`config.mk`:
```
export PLATFORM = sky130hd
export DESIGN_NAME = busy_return_link
export DESIGN_NICKNAME = d
export VERILOG_FILES = /design/src/rtl/busy_link_pkg.sv /design/src/rtl/busy_slot_timer.sv /design/src/rtl/busy_sym_encoder.sv /design/src/rtl/busy_sym_decoder.sv /design/src/rtl/busy_return_link.sv
export SDC_FILE = /design/constraint.sdc
export NUM_CORES = 1
export LEC_CHECK = 0
export BUFFER_PORTS_ARGS = -buffer_cell sky130_fd_sc_hd__buf_2
export CAP_MARGIN = 25
export CORE_MARGIN = 4
export CORE_UTILIZATION = 33
export CTS_CLUSTER_SIZE = 10
export DETAILED_ROUTE_END_ITERATION = 10
export MAX_ROUTING_LAYER = met4
export SYNTH_ARGS = -nofsm -noshare
export SYNTH_HDL_FRONTEND = slang
export SYNTH_SLANG_ARGS = --single-unit
```
`constraint.sdc`:
```
create_clock -name clk -period 5.4 [get_ports clk]
set_clock_uncertainty 0.2 [all_clocks]
set_input_delay 0.81 -clock clk [delete_from_list [all_inputs] [get_ports clk]]
set_output_delay 0.81 -clock clk [all_outputs]
set_load 0.005 [all_outputs]
```
`src/rtl/busy_link_pkg.sv`:
```
package busy_link_pkg;

  localparam logic [9:0] COMMA_NEG = 10'b0011111010;
  localparam logic [9:0] COMMA_POS = 10'b1100000101;

  typedef struct packed {
    logic       ok;
    logic       is_k;
    logic       rd_out;
    logic [7:0] data;
  } sym_dec_t;

  // 5b/6b code (abcdei) as sent with negative running disparity
  function automatic logic [5:0] six_neg(input logic [4:0] x);
    case (x)
      5'd0:  six_neg = 6'b100111;  5'd1:  six_neg = 6'b011101;
      5'd2:  six_neg = 6'b101101;  5'd3:  six_neg = 6'b110001;
      5'd4:  six_neg = 6'b110101;  5'd5:  six_neg = 6'b101001;
      5'd6:  six_neg = 6'b011001;  5'd7:  six_neg = 6'b111000;
      5'd8:  six_neg = 6'b111001;  5'd9:  six_neg = 6'b100101;
      5'd10: six_neg = 6'b010101;  5'd11: six_neg = 6'b110100;
      5'd12: six_neg = 6'b001101;  5'd13: six_neg = 6'b101100;
      5'd14: six_neg = 6'b011100;  5'd15: six_neg = 6'b010111;
      5'd16: six_neg = 6'b011011;  5'd17: six_neg = 6'b100011;
      5'd18: six_neg = 6'b010011;  5'd19: six_neg = 6'b110010;
      5'd20: six_neg = 6'b001011;  5'd21: six_neg = 6'b101010;
      5'd22: six_neg = 6'b011010;  5'd23: six_neg = 6'b111010;
      5'd24: six_neg = 6'b110011;  5'd25: six_neg = 6'b100110;
      5'd26: six_neg = 6'b010110;  5'd27: six_neg = 6'b110110;
      5'd28: six_neg = 6'b001110;  5'd29: six_neg = 6'b101110;
      5'd30: six_neg = 6'b011110;  default: six_neg = 6'b101011;
    endcase
  endfunction

  // 3b/4b code (fghj), negative disparity, primary x.7
  function automatic logic [3:0] four_neg(input logic [2:0] y);
    case (y)
      3'd0: four_neg = 4'b1011;  3'd1: four_neg = 4'b1001;
      3'd2: four_neg = 4'b0101;  3'd3: four_neg = 4'b1100;
      3'd4: four_neg = 4'b1101;  3'd5: four_neg = 4'b1010;
      3'd6: four_neg = 4'b0110;  default: four_neg = 4'b1110;
    endcase
  endfunction

  // returns {rd after 6b, abcdei}
  function automatic logic [6:0] enc_six(input logic [4:0] x, input logic rd);
    logic [5:0] c;
    logic       unbal;
    c     = six_neg(x);
    unbal = ($countones(c) != 3);
    if (rd && (unbal || x == 5'd7)) c = ~c;
    enc_six = {(unbal ? ~rd : rd), c};
  endfunction

  // returns {rd after 4b, fghj}
  function automatic logic [4:0] enc_four(input logic [2:0] y, input logic [4:0] x,
                                          input logic rd_mid);
    logic [3:0] c;
    logic       alt;
    logic       unbal;
    alt = (y == 3'd7) &&
          ((!rd_mid && (x == 5'd17 || x == 5'd18 || x == 5'd20)) ||
           ( rd_mid && (x == 5'd11 || x == 5'd13 || x == 5'd14)));
    c     = alt ? 4'b0111 : four_neg(y);
    unbal = ($countones(c) != 2);
    if (rd_mid && (unbal || y == 3'd3)) c = ~c;
    enc_four = {(unbal ? ~rd_mid : rd_mid), c};
  endfunction

  // returns {rd after symbol, 10-bit code}
  function automatic logic [10:0] enc_data(input logic [7:0] d, input logic rd);
    logic [6:0] s;
    logic [4:0] f;
    s = enc_six(d[4:0], rd);
    f = enc_four(d[7:5], d[4:0], s[6]);
    enc_data = {f[4], s[5:0], f[3:0]};
  endfunction

  function automatic sym_dec_t dec_symbol(input logic [9:0] code, input logic rd);
    sym_dec_t   r;
    logic       hit6;
    logic [4:0] xs;
    logic       rdm;
    logic [6:0] t6;
    logic [4:0] t4;
    r    = '0;
    hit6 = 1'b0;
    xs   = '0;
    rdm  = rd;
    if (code == (rd ? COMMA_POS : COMMA_NEG)) begin
      r.ok     = 1'b1;
      r.is_k   = 1'b1;
      r.rd_out = ~rd;
    end else begin
      for (int i = 0; i < 32; i++) begin
        t6 = enc_six(5'(i), rd);
        if (!hit6 && t6[5:0] == code[9:4]) begin
          hit6 = 1'b1;
          xs   = 5'(i);
          rdm  = t6[6];
        end
      end
      if (hit6) begin
        for (int j = 0; j < 8; j++) begin
          t4 = enc_four(3'(j), xs, rdm);
          if (!r.ok && t4[3:0] == code[3:0]) begin
            r.ok     = 1'b1;
            r.rd_out = t4[4];
            r.data   = {3'(j), xs};
          end
        end
      end
    end
    dec_symbol = r;
  endfunction

endpackage

```
`src/rtl/busy_slot_timer.sv`:
```
module busy_slot_timer #(
  parameter int SLOTS = 5
) (
  input  logic clk,
  input  logic rst_n,
  output logic slot_zero
);
  localparam int SW = (SLOTS > 1) ? $clog2(SLOTS) : 1;
  localparam logic [SW-1:0] LAST = SW'(SLOTS - 1);

  logic [SW-1:0] slot_q;

  // reset leaves the comma already on the line, so the next slot is 1
  always_ff @(posedge clk) begin
    if (!rst_n)              slot_q <= SW'(1 % SLOTS);
    else if (slot_q == LAST) slot_q <= '0;
    else                     slot_q <= slot_q + 1'b1;
  end

  assign slot_zero = (slot_q == '0);

  assert_slot_range_R1: assert property (@(posedge clk) disable iff (!rst_n)
    slot_q <= LAST);
endmodule

```
`src/rtl/busy_sym_encoder.sv`:
```
module busy_sym_encoder
  import busy_link_pkg::*;
(
  input  logic       clk,
  input  logic       rst_n,
  input  logic       send_comma,
  input  logic [7:0] octet,
  output logic [9:0] code_q
);
  logic        rd_q;
  logic [10:0] enc_w;

  assign enc_w = enc_data(octet, rd_q);

  always_ff @(posedge clk) begin
    if (!rst_n) begin
      code_q <= COMMA_NEG;
      rd_q   <= 1'b1;
    end else if (send_comma) begin
      code_q <= rd_q ? COMMA_POS : COMMA_NEG;
      rd_q   <= ~rd_q;
    end else begin
      code_q <= enc_w[9:0];
      rd_q   <= enc_w[10];
    end
  end

  assert_weight_neg_R4: assert property (@(posedge clk) disable iff (!rst_n)
    !rd_q |=> ($countones(code_q) == 5 || $countones(code_q) == 6));
  assert_weight_pos_R4: assert property (@(posedge clk) disable iff (!rst_n)
    rd_q |=> ($countones(code_q) == 4 || $countones(code_q) == 5));
  assert_comma_R1: assert property (@(posedge clk) disable iff (!rst_n)
    send_comma |=> (code_q == COMMA_NEG || code_q == COMMA_POS));
endmodule

```
`src/rtl/busy_sym_decoder.sv`:
```
module busy_sym_decoder
  import busy_link_pkg::*;
(
  input  logic       clk,
  input  logic       rst_n,
  input  logic [9:0] code_in,
  output logic [7:0] status_q,
  output logic       err_q
);
  logic     rd_q;
  sym_dec_t res;
  logic     sym_bad;
  logic     sym_comma;

  assign res       = dec_symbol(code_in, rd_q);
  assign sym_bad   = !res.ok;
  assign sym_comma = res.ok && res.is_k;

  always_ff @(posedge clk) begin
    if (!rst_n) begin
      rd_q     <= 1'b0;
      status_q <= '0;
      err_q    <= 1'b0;
    end else if (sym_bad) begin
      err_q <= 1'b1;
    end else begin
      err_q <= 1'b0;
      rd_q  <= res.rd_out;
      if (!res.is_k) status_q <= res.data;
    end
  end

  assert_hold_on_error_R7: assert property (@(posedge clk) disable iff (!rst_n)
    sym_bad |=> (err_q && $stable(status_q) && $stable(rd_q)));
  assert_comma_keeps_R6: assert property (@(posedge clk) disable iff (!rst_n)
    sym_comma |=> (!err_q && $stable(status_q)));
endmodule

```
`src/rtl/busy_return_link.sv`:
```
module busy_return_link #(
  parameter int SLOTS_PER_REF = 5,
  parameter int DEADLINE_REF  = 5
) (
  input  logic       clk,
  input  logic       rst_n,
  input  logic       busy_local,
  input  logic       busy_rdo,
  input  logic       ext_flag,
  output logic [9:0] tx_code,
  input  logic [9:0] rx_code,
  output logic [7:0] rx_status,
  output logic       rx_busy,
  output logic       rx_err
);
  localparam int LIMIT = SLOTS_PER_REF * DEADLINE_REF;
  localparam int CW    = $clog2(LIMIT + 2) + 1;

  logic          frame_start;
  logic [7:0]    status_q;
  logic          busy_req;
  logic          line_busy_q;
  logic [CW-1:0] wait_cnt;

  assign busy_req = busy_local | busy_rdo;

  busy_slot_timer #(.SLOTS(SLOTS_PER_REF)) u_timer (
    .clk       (clk),
    .rst_n     (rst_n),
    .slot_zero (frame_start)
  );

  // status word captured once per frame, at the comma slot
  always_ff @(posedge clk) begin
    if (!rst_n)           status_q <= '0;
    else if (frame_start) status_q <= {6'b0, ext_flag, busy_req};
  end

  busy_sym_encoder u_enc (
    .clk        (clk),
    .rst_n      (rst_n),
    .send_comma (frame_start),
    .octet      (status_q),
    .code_q     (tx_code)
  );

  busy_sym_decoder u_dec (
    .clk      (clk),
    .rst_n    (rst_n),
    .code_in  (rx_code),
    .status_q (rx_status),
    .err_q    (rx_err)
  );

  assign rx_busy = rx_status[0];

  // busy bit of the latest data symbol put on the line, and the
  // count of cycles a requested busy has waited for it
  always_ff @(posedge clk) begin
    if (!rst_n) begin
      line_busy_q <= 1'b0;
      wait_cnt    <= '0;
    end else begin
      if (!frame_start) line_busy_q <= status_q[0];
      if (busy_req && !line_busy_q)
        wait_cnt <= (wait_cnt > CW'(LIMIT)) ? wait_cnt : wait_cnt + 1'b1;
      else
        wait_cnt <= '0;
    end
  end

  assert_busy_deadline_R5: assert property (@(posedge clk) disable iff (!rst_n)
    wait_cnt <= CW'(LIMIT));
  assert_sample_once_R3: assert property (@(posedge clk) disable iff (!rst_n)
    !frame_start |=> $stable(status_q));
  assert_or_merge_R9: assert property (@(posedge clk) disable iff (!rst_n)
    frame_start |=> (status_q[0] == $past(busy_local | busy_rdo)));
endmodule

```
Yosys cells after proc, flatten, opt, wreduce, memory -nomap -nowiden
Memory sizes are Yosys's and may differ from the RTL's. A register that Yosys moved wholly into a read port is not among the register bits.
Cells that the tools add are included.
{ "totals": {"reg_bits": 26, "word_cells": 815, "romBits": 192, "out_inout_bits": 20, "n_memories": 1} }
{ "mem_list": {"columns": ["memory", "depth", "word_bits", "rd", "rd_ports_with_merged_regs", "wr", "line", "rtl"], "rows": [
  ["(name not given)", 32, 6, 1, 1, 0, "busy_link_pkg.sv:15", "case (x)"]
]} }
{ "op_classes": {"bitwise_logic": 48, "reduce_logical": 126, "mux": 353, "n_addsub": 190, "eq_ne": 89} }
{ "ops": {"columns": ["op", "count"], "rows": [
  ["adder 32 bit", 74],
  ["inequality test 32 x 3 -> 1 bit, second input constant", 41],
  ["2-to-1 mux 6 bit", 97],
  ["adder 1 x 1 -> 2 bit", 115],
  ["inverter 6 bit", 33],
  ["== test 6 bit", 32],
  ["2-to-1 mux 1 bit", 168],
  ["2-to-1 mux 4 bit", 42],
  ["2-to-1 mux 5 bit", 33],
  ["2-to-1 mux 9 bit", 9],
  ["logical AND 1 bit", 79],
  ["zero test 1 bit", 39],
  ["== test 4 bit", 8],
  ["inverter 4 bit", 8],
  ["2-to-1 mux 10 bit", 3],
  ["== test 5 x 4 -> 1 bit, second input constant", 3],
  ["== test 5 bit, second input constant", 3],
  ["== test 10 bit", 1],
  ["2-to-1 mux 8 bit", 1],
  ["inverter 1 bit", 6],
  ["logical OR 1 bit", 5],
  ["adder 3 x 1 -> 3 bit, second input constant", 1],
  ["== test 3 bit, second input constant", 1],
  ["zero test 3 bit", 1],
  ["3 further kinds", 3]
]} }

Depth between registers and ports, before layout
Gate-level depths: netlist (run 1).
{ "logic_depth": {"ltp_word": 186, "depth_mapped": 15, "depth_no_buf": 9} }

Cells and area by module
A second synthesis (run 1) with hierarchy kept.
{ "hier_totals": {"hier_cells": 417, "hier_area_um2": 3254.4} }
{ "by_module_without_submodules": {"columns": ["module", "n_inst", "area_each_um2", "cells_per_inst"], "rows": [
  ["busy_sym_decoder", 1, 1858.0, 260],
  ["busy_sym_encoder", 1, 1166.1, 133],
  ["busy_slot_timer", 1, 148.9, 15],
  ["busy_return_link", 1, 81.3, 9]
]} }

Least setup slack after synthesis (run 1)
OpenSTA, ideal clock, no wires.
{ "synth_timing": {"path_type": "input to register", "startpoint": "in rx_code[6]", "endpoint": "reg u_dec.status_q[5]", "path_slack_ns": 1.339, "cell_stages": 12, "required_ns": 5.081, "t_arrival_ns": 3.742, "path_buffers": 3, "path_cell_list": "buf_2 -> and3b_1 -> a22o_1 -> a222oi_1 -> nand4b_2 -> and3_1 -> o31a_1 -> o2111a_1 -> buf_4 -> or2_1 -> buf_6 -> o221a_1"} }
{ "synth_between": {"elab_chain_cells": 171} }
{ "synth_rtl": {"columns": ["element", "line", "rtl"], "rows": [
  ["from (decl)", "busy_return_link.sv:11", "input logic [9:0] rx_code,"],
  ["== test 6 bit", "busy_link_pkg.sv:97", "if (!hit6 && t6[5:0] == code[9:4]) begin"],
  ["2-to-1 mux 1 bit", "busy_link_pkg.sv:97", null],
  ["2-to-1 mux 1 bit", "busy_link_pkg.sv:90", "if (code == (rd ? COMMA_POS : COMMA_NEG)) begin"],
  ["zero test 1 bit", "busy_link_pkg.sv:97", null],
  ["logical AND 1 bit", "busy_link_pkg.sv:97", null],
  ["2-to-1 mux 1 bit", "busy_link_pkg.sv:97", null],
  ["2-to-1 mux 1 bit", "busy_link_pkg.sv:90", null],
  ["zero test 1 bit", "busy_link_pkg.sv:97", null],
  ["[155 not listed]", null, null],
  ["2-to-1 mux 1 bit", "busy_link_pkg.sv:103", "if (hit6) begin"],
  ["2-to-1 mux 1 bit", "busy_link_pkg.sv:90", null],
  ["zero test 1 bit", "busy_link_pkg.sv:106", "if (!r.ok && t4[3:0] == code[3:0]) begin"],
  ["logical AND 1 bit", "busy_link_pkg.sv:106", null],
  ["2-to-1 mux 1 bit", "busy_link_pkg.sv:106", null],
  ["2-to-1 mux 1 bit", "busy_link_pkg.sv:103", null],
  ["2-to-1 mux 1 bit", "busy_link_pkg.sv:90", null],
  ["AND reduction 2 bit (no source line)", null, null],
  ["to (signal assigned)", "busy_sym_decoder.sv:29", "if (!res.is_k) status_q <= res.data;"],
  ["to (decl)", "busy_sym_decoder.sv:7", "output logic [7:0] status_q,"]
]} }
Parallel ways exist; a longest one is shown, timed or not. The select of a mux whose other input is x is not followed.
A chain may end at the register's enable or synchronous reset.

Final worst setup path (run 1)
{ "layout_timing": {"startpoint": "reg u_dec.rd_q", "endpoint": "reg u_dec.status_q[7]"} }
{ "layout_between": {"elab_chain_cells": 174} }
{ "layout_rtl": {"columns": ["element", "line", "rtl"], "rows": [
  ["from (decl)", "busy_sym_decoder.sv:10", "logic rd_q;"],
  ["from (signal assigned)", "busy_sym_decoder.sv:28", "rd_q <= res.rd_out;"],
  ["logical AND 1 bit", "busy_link_pkg.sv:51", "if (rd && (unbal || x == 5'd7)) c = ~c;"],
  ["2-to-1 mux 6 bit", "busy_link_pkg.sv:51", null],
  ["2-to-1 mux 6 bit", "busy_link_pkg.sv:90", null],
  ["== test 6 bit", "busy_link_pkg.sv:97", null],
  ["2-to-1 mux 1 bit", "busy_link_pkg.sv:97", null],
  ["2-to-1 mux 1 bit", "busy_link_pkg.sv:90", null],
  ["zero test 1 bit", "busy_link_pkg.sv:97", null],
  ["logical AND 1 bit", "busy_link_pkg.sv:97", null],
  ["[158 not listed]", null, null],
  ["2-to-1 mux 1 bit", "busy_link_pkg.sv:103", null],
  ["2-to-1 mux 1 bit", "busy_link_pkg.sv:90", null],
  ["zero test 1 bit", "busy_link_pkg.sv:106", null],
  ["logical AND 1 bit", "busy_link_pkg.sv:106", null],
  ["2-to-1 mux 1 bit", "busy_link_pkg.sv:106", null],
  ["2-to-1 mux 1 bit", "busy_link_pkg.sv:103", null],
  ["2-to-1 mux 1 bit", "busy_link_pkg.sv:90", null],
  ["AND reduction 2 bit (no source line)", null, null]
]} }
Parallel ways exist; a longest one is shown, timed or not. The select of a mux whose other input is x is not followed.

==> impl_metrics.ini, run 1 <==
[yosys]
ys.flop_type = dfxtp_1
ys_types = 78
synth-xor-area-share = 0.0486
synth_mux_area_frac = 0.0278
ys_ff_latch = 29
async_reset_ff_frac = 0
synth-simple-area-share = 0.309
synth_edf_count = 0
ys_warn_count = 0
syn_area_um2 = 2890
synth_top_family_by_area = simple AND/OR/NAND/NOR gates
synth.avg_cell_area_um2 = 7.74
synth_adder_area_share = 0.0399
synth.net_count = 396
synth_cells = 373
synth_compound_area_frac = 0.297
seq_area_frac_synth = 0.201

[pwr]
ir_drop_uv = 117
total_power_mw = 0.897
cellPowerDensity_nw_per_um2 = 285
p_leak_nw = 1.21

[critical_path]
cp_max_fo = 22
slowest_delay_ns = 0.85
setup.worst_path.start_class = flop
cp_cell_sequence = clkinv_1 -> mux2i_1 -> o221ai_1 -> nor4_1 -> o21a_1 -> nand4_1 -> a2111oi_4 -> or2_1 -> a311oi_2
crit_arrival_ns = 4.64
crit_path_top_delay_cell = dfxtp_1
required_ns = 5.34
critical_path_class = flop to flop
endpoint_kind = flop

[finish]
layout_common_cells = nor2_1, buf_2, dfxtp_1
fin_util = 0.377
final_nets = 408
layout_commonest_cell = nor2_1
layoutNonFillerInstCount = 491
areaGrowthSynthToFinish_pct = 9.06
final_cell_area_um2 = 3150
drive_gt1_frac = 0.161
num_antenna_cells = 0

[placement]
io_buffers = 34
hpwlAfterDp_um = 6030
pre_cts_ws_ns = 0.654
placedInstanceArea_um2 = 3040
dp_cells = 482
gp_congestion = 0.943

[grt]
grt-ovfl-total = 0
grt_pass1_vias = 2683
grt_use_total = 0.164
grt_antenna_before_repair = 0
grt_pass1_wl_um = 13400
grt_max_degree = 34

[timing]
fin_crit_ns = 4.70
max_slew_margin = 0.457
drv_slew = 0
setup_viol = 0
tightest_slew_ns = 0.813
fin_crit_sh = 0.871
tns_ns = 0
hold_slack_ns = 0.280
setup_slack_ns = 0.699
fmax_ghz = 0.213
rsz0062_at_grt = false
hold_viol_final = 0

[detailed_routing]
dr_total_vias = 2901
drtPass1Iterations = 4
drc = 0
viasPerCell = 5.91
ant_nets = 0
wl_per_cell_um = 16.6
wirelength_um = 8160
drtIter0Drc = 275

[clock_network]
cts-root-buf = clkbuf_8
cts_setup_buffers = 0
cts.sink_count = 29
clockBufferDepth = 2
cts_buffers = 5
cts_tree = yes
hold_buffers = 0
clock_latency_ns = 0.28
postCtsResizedCells = 0
htreeDepth = 2
clkTransAtPathRegs_ns = 0.07

[floorplan]
rows = 33
die_area_um2 = 10300
die_h_um = 102
coreArea_um2 = 8340
start_util = 0.346
io_pins = 35
fp.dieW_um = 102

[worst_hold_path]
hp-class = flop to flop

[job]
max-cap-violations = 0

[run_status]
outcome = completed
==> synthesized netlist by cell type, drive strengths merged, types with 7 or more instances <==
library cell / instances / area (µm²)
a211oi: 8 / 85.1
a21oi: 11 / 55.1
a32oi: 8 / 70.1
and2: 7 / 43.8
buf: 23 / 134
clkbuf: 11 / 41.3
dfxtp: 29 / 581
inv: 11 / 41.3
mux2i: 8 / 80.1
nand2: 20 / 75.1
nand2b: 8 / 50.1
nor2: 36 / 135
nor2b: 10 / 62.6
nor3: 21 / 105
o21ai: 16 / 80.1
o22ai: 7 / 43.8
xor2: 10 / 87.6
==> cells by family after synthesis <==
kind of cell,after synthesis
and+or+nand+nor,157
AOI/OAI and AO/OA,109
buffers and inverters,46
DFF,29
xor gates and xnor gates,16
muxes,8
adders and majority gates,8
==> report_power, final <==
part / total (mW) / switching [mW] / internal (mW)
sequential: 0.294 / 0.0307 / 0.263
clock: 0.196 / 0.0808 / 0.115
combinational: 0.407 / 0.233 / 0.174
total: 0.897 / 0.345 / 0.552
==> metal layers <==
metal | part of all wire | track usage | wire length [µm] | vias up
met4 | 0.021 | 0.0460 | 171 | 0
li1 | - | - | - | 1429
met1 | 0.48 | 0.234 | 3930 | 1328
met3 | 0.075 | 0.0282 | 615 | 18
met5 | 0 | - | 0 | -
met2 | 0.42 | 0.237 | 3450 | 126
==> layout make-up <==
| class | count | area [µm²] |
|---|---|---|
| clock buffers | 7 | 96.3 |
| flip-flops and latches | 29 | 581 |
| multi-input cells | 298 | 2080 |
| well taps | 105 | 131 |
| clock inverters | 1 | 5.00 |
| inverters | 12 | 45.0 |
| repair buffers | 39 | 204 |
| fillers | 885 | 5190 |
==> worst paths after layout <==
path	end	cells after the start	slack, ns	startpoint
min	u_timer.slot_q[0]$_SDFF_PN1_	1	0.28	u_timer.slot_q[0]$_SDFF_PN1_
max	u_dec.status_q[7]$_SDFFE_PN0P_	9	0.70	u_dec.rd_q$_SDFFE_PN0P_
min reg2reg	u_timer.slot_q[0]$_SDFF_PN1_	1	0.28	u_timer.slot_q[0]$_SDFF_PN1_
max reg2reg	u_dec.status_q[7]$_SDFFE_PN0P_	9	0.70	u_dec.rd_q$_SDFFE_PN0P_
==> critical path: cells and delay by family, from the launching register on <==
kind / cells / cell delay, ns
AOI/OAI and AO/OA: 4 / 1.26
buffers and inverters: 1 / 0.52
DFF: 1 / 0.85
muxes: 1 / 0.49
and+or+nand+nor: 3 / 1.22
Power figures use the tool's default switching activity.
==> inputs of run 2 (changes only) <==
--- a/config.mk
+++ b/config.mk
@@ -5,7 +5,7 @@
 export SDC_FILE = /design/constraint.sdc
 export NUM_CORES = 1
 export LEC_CHECK = 0
-export BUFFER_PORTS_ARGS = -buffer_cell sky130_fd_sc_hd__buf_2
+export BUFFER_PORTS_ARGS = -buffer_cell sky130_fd_sc_hd__buf_4
 export CAP_MARGIN = 25
 export CORE_MARGIN = 4
 export CORE_UTILIZATION = 33
==> impl_metrics.ini, run 2 (synthesis gave the netlist of run 1 again) <==
[detailed_routing]
drtPass1Iterations = 5
viasPerCell = 5.87
drc = 0
wirelength_um = 8310
wl_per_cell_um = 16.8
drtIter0Drc = 243
ant_nets = 0
dr_total_vias = 2895

[critical_path]
crit_arrival_ns = 4.35
slowest_delay_ns = 0.67
cp_max_fo = 33
worst-path-buf-inv = 1
setup.worst_path.start_class = primary input
critical_path_class = primary input to flop
crit_family = compound AO/OA/AOI/OAI gates
cp_cell_sequence = buf_4 -> and2b_1 -> a32oi_1 -> a21boi_0 -> or4_1 -> o22ai_1 -> nand4_1 -> a2111oi_4 -> or2_1 -> a311oi_2
required_ns = 5.34
endpoint_kind = flop
crit_path_top_delay_cell = or4_1
r2r_slack_ns = 1.15

[placement]
hpwlAfterDp_um = 6220
gp_congestion = 0.907
io_buffers = 34

[finish]
num_antenna_cells = 0
areaGrowthSynthToFinish_pct = 12.1
drive_gt1_frac = 0.168
final_nets = 410
layout_common_cells = buf_4, nor2_1, dfxtp_1
layout_commonest_cell = buf_4

[clock_network]
cts_buffers = 5
cts-root-buf = clkbuf_8
clock_latency_ns = 0.28
clockBufferDepth = 2
hold_buffers = 0
cts_tree = yes
clkTransAtPathRegs_ns = 0.07
cts_setup_buffers = 0
cts.sink_count = 29
htreeDepth = 2
postCtsResizedCells = 0

[pwr]
total_power_mw = 0.904
p_leak_nw = 1.23
cellPowerDensity_nw_per_um2 = 280
ir_drop_uv = 121

[floorplan]
rows = 33
die_h_um = 102
start_util = 0.346
fp.dieW_um = 102
coreArea_um2 = 8340
io_pins = 35
die_area_um2 = 10300

[timing]
drv_slew = 0
setup_viol = 0
fin_crit_ns = 4.41
max_slew_margin = 0.543
fin_crit_sh = 0.817
tightest_slew_ns = 0.679
hold_viol_final = 0
fmax_ghz = 0.227
tns_ns = 0
rsz0062_at_grt = false

[grt]
grt_antenna_before_repair = 0
grt_max_degree = 34
grt-ovfl-total = 0
grt_pass1_wl_um = 13500
grt_pass1_vias = 2611
grt_use_total = 0.165

[job]
max-cap-violations = 0

[run_status]
outcome = completed

[worst_hold_path]
hp-class = flop to flop
-- run 2: cell count changes in the layout (fill, tap and decap cells not counted) --
cell	change
clkbuf_2	+1
clkinvlp_4	+1
clkinv_2	+1
buf_4	+36
clkbuf_8	-2
clkbuf_1	-1
buf_2	-34
-- run 2: area by class of cell --
type	count	area, µm²
fill	887	5110
multi-input combinational	298	2080
sequential	29	581
timing repair buffer	41	305
tap	105	131
clock buffer	5	68.8
inverter	12	45.0
clock inverter	3	17.5
-- run 2: routing by layer --
metal  vias to the layer above  routed length (µm)  global-route usage
met3                        10                 514              0.0262
met1                      1339                4070               0.243
met5                         -                   0                   -
met4                         0                  98              0.0297
met2                       113                3620               0.237
li1                       1433                   -                   -
-- run 2: worst paths after layout --
kind / end / from / cells past startpoint
min: u_timer.slot_q[0]$_SDFF_PN1_ / u_timer.slot_q[0]$_SDFF_PN1_ / 1
min reg2reg: u_timer.slot_q[0]$_SDFF_PN1_ / u_timer.slot_q[0]$_SDFF_PN1_ / 1
max: u_dec.status_q[7]$_SDFFE_PN0P_ / rx_code[8] / 10
max reg2reg: u_dec.status_q[7]$_SDFFE_PN0P_ / u_dec.rd_q$_SDFFE_PN0P_ / 10
-- run 2: power by group --
group          total [mW]  internal, mW  switching (mW)
clock               0.171        0.0886          0.0826
sequential          0.293         0.264          0.0296
combinational       0.440         0.200           0.239
-- run 2: per-stage QoR --
step	instances	area, µm²	utilization	setup WS, ns	hold slack (ns)
4_1_cts	492	3230	0.387	1.08	0.288
3_5_place_dp	484	3140	0.377	0.791	0.282
5_1_grt	493	3230	0.388	0.820	0.322
6_report	493	3230	0.388	0.990	0.288
2_1_floorplan	373	2890	-	1.34	0.251
3_3_place_gp	484	3140	0.377	0.921	0.272
-- run 2: worst reg2reg max path, stage by stage (launching register included) --
cell       delay [ns]
dfxtp_1          0.43
buf_4            0.27
nor2b_1          0.15
a32oi_1          0.34
a21boi_0         0.24
or4_1            0.67
o22ai_1          0.32
nand4_1          0.20
a2111oi_4        0.64
or2_1            0.47
a311oi_2         0.16
==> inputs of run 3 (changes only) <==
--- a/config.mk
+++ b/config.mk
@@ -5,6 +5,7 @@
 export SDC_FILE = /design/constraint.sdc
 export NUM_CORES = 1
 export LEC_CHECK = 0
+export ABC_AREA = 1
 export BUFFER_PORTS_ARGS = -buffer_cell sky130_fd_sc_hd__buf_4
 export CAP_MARGIN = 25
 export CORE_MARGIN = 4
==> constraint.sdc (replaced) <==
create_clock -name clk -period 3.89 [get_ports clk]
set_clock_uncertainty 0.2 [all_clocks]
set_input_delay 0.5835 -clock clk [delete_from_list [all_inputs] [get_ports clk]]
set_output_delay 0.5835 -clock clk [all_outputs]
set_load 0.005 [all_outputs]
==> impl_metrics.ini, run 3 <==
[floorplan]
coreArea_um2 = 6760
fp.dieW_um = 91.1
start_util = 0.337
rows = 30
io_pins = 35
die_area_um2 = 8290
die_h_um = 91.1

[detailed_routing]
drc = 0
drtPass1Iterations = 4
wl_per_cell_um = 11.5
ant_nets = 0
viasPerCell = 4.94
drtIter0Drc = 154
dr_total_vias = 2446
wirelength_um = 5700

[placement]
hpwlAfterDp_um = 4730
gp_congestion = 0.991
pre_cts_ws_ns = 0.391
io_buffers = 34

[clock_network]
clock_latency_ns = 0.27
cts-root-buf = clkbuf_8
clockBufferDepth = 2
hold_buffers = 0
postCtsResizedCells = 0
cts.sink_count = 29
cts_tree = yes
cts_setup_buffers = 0
clkTransAtPathRegs_ns = 0.06
cts_buffers = 5
htreeDepth = 2

[timing]
fin_crit_sh = 0.860
hold_viol_final = 0
tns_ns = 0
max_slew_margin = 0.633
fin_crit_ns = 3.35
hold_slack_ns = 0.273
drv_slew = 0
rsz0062_at_grt = false
setup_slack_ns = 0.544
fmax_ghz = 0.299
tightest_slew_ns = 0.545
setup_viol = 0

[yosys]
synth.avg_cell_area_um2 = 6.04
synth_cells = 377
synth_top_area_share = 0.255
synthTopCellsByArea = dfxtp_1, nand2_1, nor2_1
ys_types = 31
ys_warn_count = 0
async_reset_ff_frac = 0
yosysMostFrequentCell = nand2_1
yosysTopAreaCell = dfxtp_1
ys_ff_latch = 29
ys.flop_type = dfxtp_1
seq_area_frac_synth = 0.255
synth_edf_count = 0
syn_area_um2 = 2280
synth_top_cells_by_count = nand2_1, nor2_1, inv_1, nand3_1, dfxtp_1
synth.net_count = 400

[pwr]
ir_drop_uv = 149
cellPowerDensity_nw_per_um2 = 515
p_leak_nw = 1.46

[critical_path]
crit_arrival_ns = 3.31
setup.worst_path.start_class = flop
critical_path_class = flop to flop
cp_max_fo = 11
required_ns = 3.85
endpoint_kind = flop

[grt]
grt_use_total = 0.147
grt_pass1_vias = 2281
grt_max_degree = 13
grt_antenna_before_repair = 0
grt_pass1_wl_um = 10000
grt-ovfl-total = 0

[finish]
areaGrowthSynthToFinish_pct = 19.1
final_nets = 437
layout_commonest_cell = nand2_1
fin_util = 0.401
layout_common_cells = nand2_1, nor2_1, inv_1
drive_gt1_frac = 0.166
num_antenna_cells = 0

[run_status]
outcome = completed

[job]
max-cap-violations = 0

[worst_hold_path]
hp-class = flop to flop
[run 3: where the power goes]
| part | total (mW) | internal, mW | switching [mW] |
|---|---|---|---|
| clock | 0.315 | 0.208 | 0.107 |
| combinational | 0.655 | 0.281 | 0.374 |
| sequential | 0.426 | 0.384 | 0.0425 |
[run 3: cell type report]
| class | count | area, µm² |
|---|---|---|
| clock buffer | 7 | 86.3 |
| tap | 80 | 100 |
| inverter | 50 | 188 |
| timing repair buffer | 36 | 270 |
| fill | 745 | 4050 |
| sequential | 29 | 581 |
| clock inverter | 1 | 30.0 |
| multi-input combinational | 292 | 1460 |
[run 3: kinds of logic after synthesis]
family                     after synthesis  share of synthesized area
AOI/OAI and AO/OA                       32                     0.0769
xor gates and xnor gates                 1                    0.00385
adders and majority gates                8                     0.0505
buffers and inverters                   56                      0.105
DFF                                     29                      0.255
and+or+nand+nor                        251                      0.508
[run 3: stage by stage]
stage / power [mW] / cell area [µm²] / std cells
after floorplan: 0.887 / 2280 / 377
after global placement: 1.09 / 2590 / 487
after detailed placement: 1.09 / 2590 / 487
after CTS: 1.41 / 2710 / 495
after global routing: 1.53 / 2710 / 495
final: 1.40 / 2710 / 495
[run 3: worst max-delay path, stage by stage, from the launching register on]
cell	delay [ns]
dfxtp_1	0.40
buf_4	0.23
nand2_1	0.06
nand2_1	0.17
nor2_1	0.10
nand3_1	0.14
nand3_1	0.10
nor2_2	0.09
nand4_2	0.10
nor4_4	0.25
nand3_4	0.19
nand2_4	0.17
nand2_1	0.06
nand2_1	0.08
nor2_1	0.07
a21oi_2	0.13
nand4_1	0.08
nand2_1	0.28
inv_1	0.16
nor2_1	0.11
nor2_1	0.05
[run 3: path summary, 6_finish.rpt]
path | start | endpoint | slack [ns] | depth (start not counted)
worst min register to register | u_dec.status_q[5]$_SDFFE_PN0P_ | u_dec.status_q[5]$_SDFFE_PN0P_ | 0.27 | 2
worst max-delay path | u_dec.rd_q$_SDFFE_PN0P_ | u_dec.status_q[2]$_SDFFE_PN0P_ | 0.54 | 20
worst min-delay path | u_dec.status_q[5]$_SDFFE_PN0P_ | u_dec.status_q[5]$_SDFFE_PN0P_ | 0.27 | 2
worst max register to register | u_dec.rd_q$_SDFFE_PN0P_ | u_dec.status_q[2]$_SDFFE_PN0P_ | 0.54 | 20
[run 3: metal layers]
layer,track usage,wire length [µm]
met5,-,0
met4,0.0314,39
met3,0.0215,239
met2,0.248,2690
met1,0.185,2720
